`config.mk`:
```
export PLATFORM = sky130hd
export DESIGN_NAME = flagpush_unit
export DESIGN_NICKNAME = d
export VERILOG_FILES = /design/src/rtl/flagpush_pkg.sv /design/src/rtl/flagpush_guard.sv /design/src/rtl/flagpush_datapath.sv /design/src/rtl/flagpush_unit.sv
export SDC_FILE = /design/constraint.sdc
export NUM_CORES = 1
export LEC_CHECK = 0
export ABC_AREA = 1
export ABC_CLOCK_PERIOD_IN_PS = 2580
export BUFFER_PORTS_ARGS = -buffer_cell sky130_fd_sc_hd__buf_2
export CORE_ASPECT_RATIO = 0.9
export CORE_MARGIN = 2
export CORE_UTILIZATION = 52
export DETAILED_ROUTE_END_ITERATION = 8
export PLACE_DENSITY = 0.77
export SETUP_SLACK_MARGIN = 0.02
export SLEW_MARGIN = 5
export SYNTH_ARGS = -nofsm -noshare
export SYNTH_HDL_FRONTEND = slang
export SYNTH_HIERARCHICAL = 1
export SYNTH_SLANG_ARGS = --single-unit
export TNS_END_PERCENT = 10
```
`constraint.sdc`:
```
create_clock -name clk -period 2.58 [get_ports clk]
set_input_delay 0.258 -clock clk [delete_from_list [all_inputs] [get_ports clk]]
set_output_delay 0.258 -clock clk [all_outputs]
set_load 0.02 [all_outputs]
```
`src/rtl/flagpush_pkg.sv`:
```
package flagpush_pkg;
  localparam int unsigned XLEN      = 32;
  localparam int unsigned BE_W      = XLEN / 8;
  localparam int unsigned HALF      = XLEN / 2;
  localparam int unsigned VM_BIT    = 17;
  localparam int unsigned PL_LO     = 12;
  localparam logic [XLEN-1:0] IMG_MASK = 32'h00FC_FFFF;

  typedef enum logic [0:0] {ST_IDLE, ST_WAIT} fp_state_e;

  // Image stored for a 32-bit push: mode and resume bits cleared.
  function automatic logic [XLEN-1:0] flags_image(input logic [XLEN-1:0] f);
    return f & IMG_MASK;
  endfunction

  // Stack pointer after the push, honouring the stack-size attribute.
  function automatic logic [XLEN-1:0] sp_after(input logic [XLEN-1:0] sp,
                                               input logic op32, input logic st32);
    logic [HALF-1:0] lo;
    logic [XLEN-1:0] dec;
    dec = op32 ? XLEN'(4) : XLEN'(2);
    lo  = sp[HALF-1:0] - dec[HALF-1:0];
    if (st32) return sp - dec;
    return {sp[XLEN-1:HALF], lo};
  endfunction

  function automatic logic [BE_W-1:0] lane_enables(input logic op32, input logic a1);
    if (op32) return '1;
    return a1 ? 4'b1100 : 4'b0011;
  endfunction

  function automatic logic [XLEN-1:0] place_data(input logic op32, input logic a1,
                                                 input logic [XLEN-1:0] f);
    if (op32) return flags_image(f);
    return a1 ? {f[HALF-1:0], {HALF{1'b0}}} : {{HALF{1'b0}}, f[HALF-1:0]};
  endfunction
endpackage

```
`src/rtl/flagpush_guard.sv`:
```
module flagpush_guard
  import flagpush_pkg::*;
(
  input  logic [XLEN-1:0] flags_i,
  output logic            fault_o
);
  logic       vm_w;
  logic [1:0] iopl_w;
  assign vm_w    = flags_i[VM_BIT];
  assign iopl_w  = flags_i[PL_LO+1:PL_LO];
  assign fault_o = vm_w && (iopl_w != 2'd3);
endmodule

```
`src/rtl/flagpush_datapath.sv`:
```
module flagpush_datapath
  import flagpush_pkg::*;
(
  input  logic            op32_i,
  input  logic            st32_i,
  input  logic [XLEN-1:0] flags_i,
  input  logic [XLEN-1:0] sp_i,
  output logic [XLEN-1:0] new_sp_o,
  output logic [XLEN-1:0] wdata_o,
  output logic [BE_W-1:0] be_o
);
  always_comb begin
    new_sp_o = sp_after(sp_i, op32_i, st32_i);
    wdata_o  = place_data(op32_i, new_sp_o[1], flags_i);
    be_o     = lane_enables(op32_i, new_sp_o[1]);
  end
endmodule

```
`src/rtl/flagpush_unit.sv`:
```
module flagpush_unit
  import flagpush_pkg::*;
#(
  parameter logic [7:0] OPCODE = 8'h9C
) (
  input  logic            clk,
  input  logic            rst_n,
  input  logic            start_i,
  input  logic [7:0]      opcode_i,
  input  logic            opsize32_i,
  input  logic            stack32_i,
  input  logic [31:0]     flags_i,
  input  logic [31:0]     sp_i,
  output logic            done_o,
  output logic            fault_o,
  output logic            mem_req_o,
  output logic [31:0]     mem_addr_o,
  output logic [31:0]     mem_wdata_o,
  output logic [3:0]      mem_be_o,
  input  logic            mem_ready_i,
  output logic [31:0]     sp_o
);
  fp_state_e       state_q;
  logic            accept_w, handshake_w, deny_w;
  logic [XLEN-1:0] nsp_w, wdata_w;
  logic [BE_W-1:0] be_w;
  logic [XLEN-1:0] addr_q, data_q;
  logic [BE_W-1:0] be_q;

  flagpush_guard u_guard (.flags_i(flags_i), .fault_o(deny_w));

  flagpush_datapath u_dp (
    .op32_i(opsize32_i), .st32_i(stack32_i), .flags_i(flags_i), .sp_i(sp_i),
    .new_sp_o(nsp_w), .wdata_o(wdata_w), .be_o(be_w)
  );

  assign accept_w    = start_i && (opcode_i == OPCODE) && (state_q == ST_IDLE);
  assign handshake_w = (state_q == ST_WAIT) && mem_ready_i;

  always_ff @(posedge clk) begin
    if (!rst_n) begin
      state_q <= ST_IDLE;
      addr_q  <= '0;
      data_q  <= '0;
      be_q    <= '0;
      done_o  <= 1'b0;
      fault_o <= 1'b0;
      sp_o    <= '0;
    end else begin
      done_o  <= 1'b0;
      fault_o <= 1'b0;
      if (accept_w && deny_w) begin
        done_o  <= 1'b1;
        fault_o <= 1'b1;
        sp_o    <= sp_i;
      end else if (accept_w) begin
        state_q <= ST_WAIT;
        addr_q  <= nsp_w;
        data_q  <= wdata_w;
        be_q    <= be_w;
      end else if (handshake_w) begin
        state_q <= ST_IDLE;
        done_o  <= 1'b1;
        sp_o    <= addr_q;
      end
    end
  end

  assign mem_req_o   = (state_q == ST_WAIT);
  assign mem_addr_o  = addr_q;
  assign mem_wdata_o = data_q;
  assign mem_be_o    = be_q;

  a_r7_fault_no_write: assert property (@(posedge clk) disable iff (!rst_n)
    fault_o |-> done_o && !mem_req_o);
  a_r7_fault_keeps_sp: assert property (@(posedge clk) disable iff (!rst_n)
    fault_o |-> sp_o == $past(sp_i));
  a_r10_hold_request: assert property (@(posedge clk) disable iff (!rst_n)
    mem_req_o && !mem_ready_i |=> mem_req_o && $stable(mem_addr_o)
                                  && $stable(mem_wdata_o) && $stable(mem_be_o));
  a_r10_done_after_accept: assert property (@(posedge clk) disable iff (!rst_n)
    done_o && !fault_o |-> $past(mem_req_o && mem_ready_i) && !mem_req_o);
  a_r4_mask_bits: assert property (@(posedge clk) disable iff (!rst_n)
    mem_req_o && mem_be_o == 4'hF |-> mem_wdata_o[31:24] == 8'h0 && mem_wdata_o[17:16] == 2'b00);
  a_r5_lane_count: assert property (@(posedge clk) disable iff (!rst_n)
    mem_req_o |-> ($countones(mem_be_o) == 2 || $countones(mem_be_o) == 4));
endmodule

```
==> results of run 1 <==
[cell usage in the layout (no fill, tap or decap), drive strengths merged, types with 3 or more instances in the layout]
cell    synthesis  layout
nand2         205     205
nor2          187     187
buf            29     183
nand3         120     120
dfxtp         103     103
inv            95      95
a21oi          71      71
xor2           11      11
clkbuf         23      11
o21ai          10      10
xnor2           6       6
ha              4       4
nand4           3       3
clkinv          0       3
nor3            3       3
[cell usage after synthesis]
cell      count  area share [%]
nand2_2       6            0.67
nand3_1     117              10
nand4_1       3            0.33
clkbuf_1     23             1.5
nor3_1        2            0.18
buf_1         1           0.067
ha_1          4            0.89
a21oi_2       1            0.16
buf_2        12             1.1
dfxtp_1     103              37
nand3_2       3            0.53
buf_6        11             2.2
xor2_1       11             1.7
nand3b_1      1            0.13
buf_4         5            0.67
o21ai_1       4            0.36
inv_2         4            0.27
xnor2_1       6            0.93
nor2_2       10             1.1
o21ai_0       6            0.53
fa_1          1            0.36
nor3_2        1            0.18
nand2_4       1            0.20
a21oi_1      70             6.2
nand2_1     198              13
and2_1        2            0.22
inv_1        91             6.1
nor2_4        7             1.4
nor2b_1       1            0.11
nor2_8        1            0.36
nor2_1      169              11
[worst max path at each step]
stage / start / to / slack [ps]
5_1_grt: opsize32_i / mem_addr_o[25] / 600
4_1_cts: opsize32_i / mem_addr_o[25] / 780
3_3_place_gp: opsize32_i / mem_addr_o[25] / 430
6_report: opsize32_i / mem_addr_o[25] / 760
3_5_place_dp: opsize32_i / mem_addr_o[25] / 420
2_1_floorplan: opsize32_i / mem_addr_o[25] / 710
[worst max-delay path: stages]
cell and delay, ps:
buf_2 220, inv_1 140, ha_1 230, fa_1 420
nand2_2 200, nor2_8 90, nand2_2 80, nor2_1 40
nand3_1 60, nand2_1 60, inv_1 60, nand3_1 70
a21oi_1 160
[layout make-up]
type | count | area, um2 | share of cell area [%]
Multi-Input combinational cell | 625 | 2897 | 43.05
Sequential cell | 103 | 2062 | 30.64
Timing Repair Buffer | 183 | 970.9 | 14.43
Inverter | 95 | 356.6 | 5.299
Clock buffer | 11 | 242.7 | 3.607
Tap cell | 133 | 166.4 | 2.473
Clock inverter | 5 | 33.78 | 0.5020
[power breakdown]
part	switching (mW)	internal [mW]
clock network	0.613	0.680
logic	0.205	0.0981
registers	0.000642	1.59
[routing by layer]
layer  global-route usage (%)  share of wire (%)  vias up
li1                         -                  -     2991
met1                    34.87                 48     2567
met2                    39.11                 43      206
met3                    6.526                7.9       15
met4                    6.848                1.3        0
met5                        0                  0        -
[metrics by stage]
step	utilization, %	hold slack (ps)
2_1_floorplan	-	472.1
3_3_place_gp	60.44	446.8
3_5_place_dp	60.44	451.9
4_1_cts	63.03	179.2
5_1_grt	63.03	209.6
6_report	63.03	193.0
[state kept, by name, indices dropped and copies added (netlist names)]
name / flops
mem_addr_o: 32
mem_be_o: 4
fault_o: 1
mem_wdata_o: 32
done_o: 1
mem_req_o: 1
sp_o: 32
[cells by family after synthesis]
group	Yosys count
adders and majority gates	5
buffers and inverters	147
DFF	103
AOI/OAI and AO/OA	81
xor gates and xnor gates	17
and+or+nand+nor	522
==> qor.txt, run 1 <==
final worst clock skew: 8.451 ps
mux contribution to synthesized area: 0%
worst hold endpoint: mem_addr_o[0]
Worst Hold Class: in -> reg
Filler Cells Inserted: 1029
Syn. warnings: 6
setup repair bufs after CTS: 0
max-cap violation count: 0
Rows: 36
CP max FO: 9
shortest period the worst path allows: 1824 ps
worst reg-to-reg path cell count: 8
Sum Neg Setup Slack: 0 ps
worst reg2reg startpoint: mem_req_o
Slew Limit Fails: 0
Synth Area in Compound Gates: 7.272%
RSZ-0062 raised after global routing: no
library cells used by synthesis: 31
pwr/cell area: 473.6 nW/um2
Hold Crit Depth: 3
Reg2Reg Setup Slack: 970 ps
final worst path period share: 70.71%
via count of the first global-routing pass: 4926
Crit. End Element: register
status: completed
Non-Filler Instances: 1155
Die ar.: 11670 um2
Mean Syn Cell Area: 6.430 um2
CTS tree: done
Simple-Gate Fraction of Synth Area: 40.32%
Mapped Nets: 958
total gr overflow: 0
Longest Clk Path Bufs: 2
initial core utilization: 52.71%
Worst Tran Pin Value: 634.8 ps
Placed Instance Area: 6452 um2
Rel. slew slack: 57.62%
Synth Cell Area: 5627 um2
drt first pass iters: 5
HP Start: sp_i[0]
#FFs+latches synth: 103
Die Ht: 102.7 um
nets@finish: 1100
layout cells sized above 1: 22.80%
Post-Synth XOR/XNOR Area: 2.646%
WP data required: 2850 ps
CTS clock-pin slew for the worst setup and hold paths: 70 ps
die width: 113.7 um
CTS Hold Bufs: 0
Tot GR Track Use: 25.13%
Vias/cell: 5.003
antenna diode count: 0
Syn Inst Count: 875
Worst VDD drop: 257.1 uV
register area share after synthesis: 36.65%
Clock Tree Root: clkbuf_16
crit start category: primary input
Ports: 181
final hold vios: 0
leakage power: 3.197 nW
CTS resizes: 0
Sink Count: 103
initial antenna violation count: 0
largest net degree at the start of global routing: 53
Area Overhead vs Synth: 19.59%
Cell Count Post-Placement: 1139
WS Path Type: in -> reg
main combinational cell family by area after synthesis: simple AND/OR/NAND/NOR gates
wire per inst: 12.88 um
Worst EP arrival: 2100 ps
fin worst setup slack: 755.6 ps
design area: 6729 um2
Final ANT Viol Nets: 0
vias: 5779
global-route wire length before repair: 23740 um
dpl ws: 422.2 ps
WL final: 14880 um
highest clock rate: 548.1 MHz
routability cong.: 0.9000
Adder-Cell Fraction of Synth Area: 1.245%
Post-DP HPWL: 10350 um
core area: 10680 um2
Skew-Pair Late Insertion Delay: 350 ps
CTS H-tree depth: 3
Final Setup Violations: 0
DR iter-0 viols: 436
IO buf count: 171
CTS Buf Count: 9
FF-to-FF End: sp_o[6]
Design Power: 3.187 mW
Remaining DRCs: 0
(Power assumes the default switching activity.)
==> run 2, diff against run 1 <==
--- a/config.mk
+++ b/config.mk
@@ -6,13 +6,13 @@
 export NUM_CORES = 1
 export LEC_CHECK = 0
 export ABC_AREA = 1
-export ABC_CLOCK_PERIOD_IN_PS = 2580
+export ABC_CLOCK_PERIOD_IN_PS = 1500
 export BUFFER_PORTS_ARGS = -buffer_cell sky130_fd_sc_hd__buf_2
 export CORE_ASPECT_RATIO = 0.9
 export CORE_MARGIN = 2
-export CORE_UTILIZATION = 52
+export CORE_UTILIZATION = 47
 export DETAILED_ROUTE_END_ITERATION = 8
-export PLACE_DENSITY = 0.77
+export PLACE_DENSITY = 0.74
 export SETUP_SLACK_MARGIN = 0.02
 export SLEW_MARGIN = 5
 export SYNTH_ARGS = -nofsm -noshare
==> constraint.sdc (replaced) <==
create_clock -name clk -period 1.5 [get_ports clk]
set_input_delay 0.15 -clock clk [delete_from_list [all_inputs] [get_ports clk]]
set_output_delay 0.15 -clock clk [all_outputs]
set_load 0.02 [all_outputs]
==> run 2 against run 1 <==
- non-clock buffer count is 27 higher
- hold slack got worse by 100 ps
- die area grew 10%
- flip-flop and latch count unchanged
- sequential share of layout area fell by 2.2 points
- via count increased by 4.6%
- global-route usage is 0.16 points lower
- critical endpoint is now sp_o[8]
- highest routed layer unchanged
==> qor.txt, run 2 (synthesized netlist as in run 1, its figures left out) <==
multi-input combinational cell area: 3004 um2 (+3.7%)
Worst Tran Pin Value: 348.1 ps (-286.6 ps)
Worst EP arrival: 1720 ps (-380 ps)
CTS H-tree depth: 3 (unchanged)
Longest Clk Path Bufs: 2 (unchanged)
Die Ht: 107.8 um (+5.0%)
Setup crit end: sp_o[8]
Slew Limit Fails: 0 (unchanged)
pwr/cell area: 782.9 nW/um2 (+65%)
Post-DP HPWL: 11130 um (+7.5%)
Setup crit start: mem_req_o
worst reg-to-reg path cell count: 10 (+2)
Placed Instance Area: 6765 um2 (+4.8%)
Rows: 37 (+2.8%)
RSZ-0062 raised after global routing: yes
highest clock rate: 669.8 MHz
total gr overflow: 0 (unchanged)
WP data required: 1730 ps (-1120 ps)
core area: 11570 um2 (+8.4%)
most used cell, CP: nor2_1
Worst Hold Class: in -> reg
design area: 7251 um2 (+7.8%)
nets@finish: 1127 (+2.5%)
global-route wire length before repair: 26180 um (+10%)
largest net degree at the start of global routing: 58 (+9.4%)
FF-to-FF End: sp_o[8]
initial antenna violation count: 0 (unchanged)
layout cells sized above 1: 27.74% (+4.9 points)
Remaining DRCs: 0 (unchanged)
CTS clock-pin slew for the worst setup and hold paths: 70 ps (about the same)
Final Setup Violations: 0 (unchanged)
commonest non-fill, non-tap cells in the layout: nand2_1, buf_2, nor2_1
Register Area: 2063 um2 (about the same)
crit start category: register
final hold vios: 0 (unchanged)
Crit. End Element: register
worst reg2reg startpoint: mem_req_o
total length of routed met3 wires: 1515 um (+29%)
commonest non-fill, non-tap cell in the layout: nand2_1
Worst VDD drop: 615.2 uV (+140%)
CTS Hold Bufs: 0 (unchanged)
final worst path period share: 99.54%
Ports: 181 (unchanged)
Cell Count Post-Placement: 1183 (+3.9%)
DR top layer: met4
Skew-Pair Late Insertion Delay: 340 ps (about the same)
Hold WS: 91.12 ps (-101.9 ps)
WS Path Type: reg -> reg
DR iter-0 viols: 526 (+21%)
IO buf count: 171 (unchanged)
CP max FO: 8 (-1)
CTS Buf Count: 9 (unchanged)
Rel. slew slack: 76.76% (+19 points)
Non-Filler Instances: 1205 (+4.3%)
routability cong.: 0.9565 (+6.3%)
Hold Crit Depth: 3 (unchanged)
max-cap violation count: 0 (unchanged)
via count of the first global-routing pass: 5404 (+9.7%)
Slowest cell on crit path: dfxtp_2
Area Overhead vs Synth: 28.86%
WL final: 16540 um (+11%)
initial core utilization: 48.62% (-4.1 points)
cell chain of the critical path: buf_6 > inv_2 > nand2_2 > nor2_2 > nand4_1 > nand2_4 > clkbuf_16 > nor2_1 > nor2_1 > nor2_1
Tot GR Track Use: 24.97% (-0.16 points)
Final ANT Viol Nets: 0 (unchanged)
leakage power: 3.396 nW (+6.2%)
antenna diode count: 0 (unchanged)
final worst clock skew: 6.979 ps (-1.472 ps)
Filler Cells Inserted: 1131 (+9.9%)
Clock Tree Root: clkbuf_16
Vias/cell: 5.016 (+0.25%)
Die ar.: 12860 um2 (+10%)
drt first pass iters: 5 (unchanged)
Reg2Reg Setup Slack: 7 ps (-960 ps)
Sink Count: 103 (unchanged)
slowest stage delay, CP: 330 ps (-90 ps)
WL met1: 7466 um (+5.2%)
CTS tree: done
met2 wire length: 7260 um (+13%)
wire per inst: 13.73 um (+6.6%)
die width: 119.3 um (+5.0%)
status: completed
shortest period the worst path allows: 1493 ps
vias: 6044 (+4.6%)
==> run 2: cell count changes in the layout (fill, tap and decap cells not counted), moves of 5 or more <==
cell	change
buf_4	+12
buf_12	+8
nand2_1	-16
buf_6	+5
nor2_2	+6
nor2_1	-9
nand2_2	+13
==> run 2: area by class of cell <==
| cell class | count | share of cell area (%) |
|---|---|---|
| clock buffers | 9 | 3.106 |
| clock inverters | 7 | 1.001 |
| repair buffers | 210 | 18.31 |
| inverters | 95 | 5.004 |
| flip-flops and latches | 103 | 28.46 |
| multi-input cells | 625 | 41.43 |
| well taps | 156 | 2.692 |
==> run 2: how the worst min path moves through the flow <==
| stage | from | endpoint |
|---|---|---|
| 3_3_place_gp | sp_i[0] | mem_addr_o[0] |
| 6_report | sp_i[0] | mem_addr_o[0] |
| 4_1_cts | sp_i[0] | mem_addr_o[0] |
| 2_1_floorplan | mem_ready_i | done_o |
| 5_1_grt | sp_i[0] | mem_addr_o[0] |
| 3_5_place_dp | mem_be_o[2] | mem_be_o[2] |
==> run 2: per-layer routing <==
layer	track usage, %	vias to the layer above
li1	-	3050
met4	6.218	0
met1	34.66	2721
met2	38.59	253
met5	0	-
met3	6.780	20
==> run 2: where the power goes <==
part	leakage (nW)	internal, mW	total, mW	switching (mW)
Clock	0.142	1.30	2.36	1.06
Combinational	2.42	0.207	0.580	0.372
Sequential	0.830	2.73	2.73	0.00123
==> run 2: repair_timing <==
item / 4_1_cts / 5_1_grt
endpoints found under the setup margin: 34 / 56
cloned: 0 / 3
setup buffers: 2 / 1
gates resized for setup: 0 / 36
pin swaps: 1 / 15
==> run 2: worst max-delay path, delay by kind of cell, from the launching register on <==
family	cells	cell delay [ps]
and+or+nand+nor	7	700
buffers and inverters	3	350
DFF	1	330
==> run 2: through the flow <==
| step | utilization [%] | total power, mW | setup slack [ps] | setup TNS [ps] |
|---|---|---|---|---|
| global route | 62.65 | 5.898 | -79.87 | -1494 |
| finish | 62.65 | 5.677 | 6.945 | 0 |
| floorplan | - | 3.113 | 13.14 | 0 |
| global placement | 58.45 | 3.360 | -113.3 | -2193 |
| CTS | 61.16 | 5.708 | 82.20 | 0 |
| detailed placement | 58.45 | 3.364 | -160.0 | -2828 |
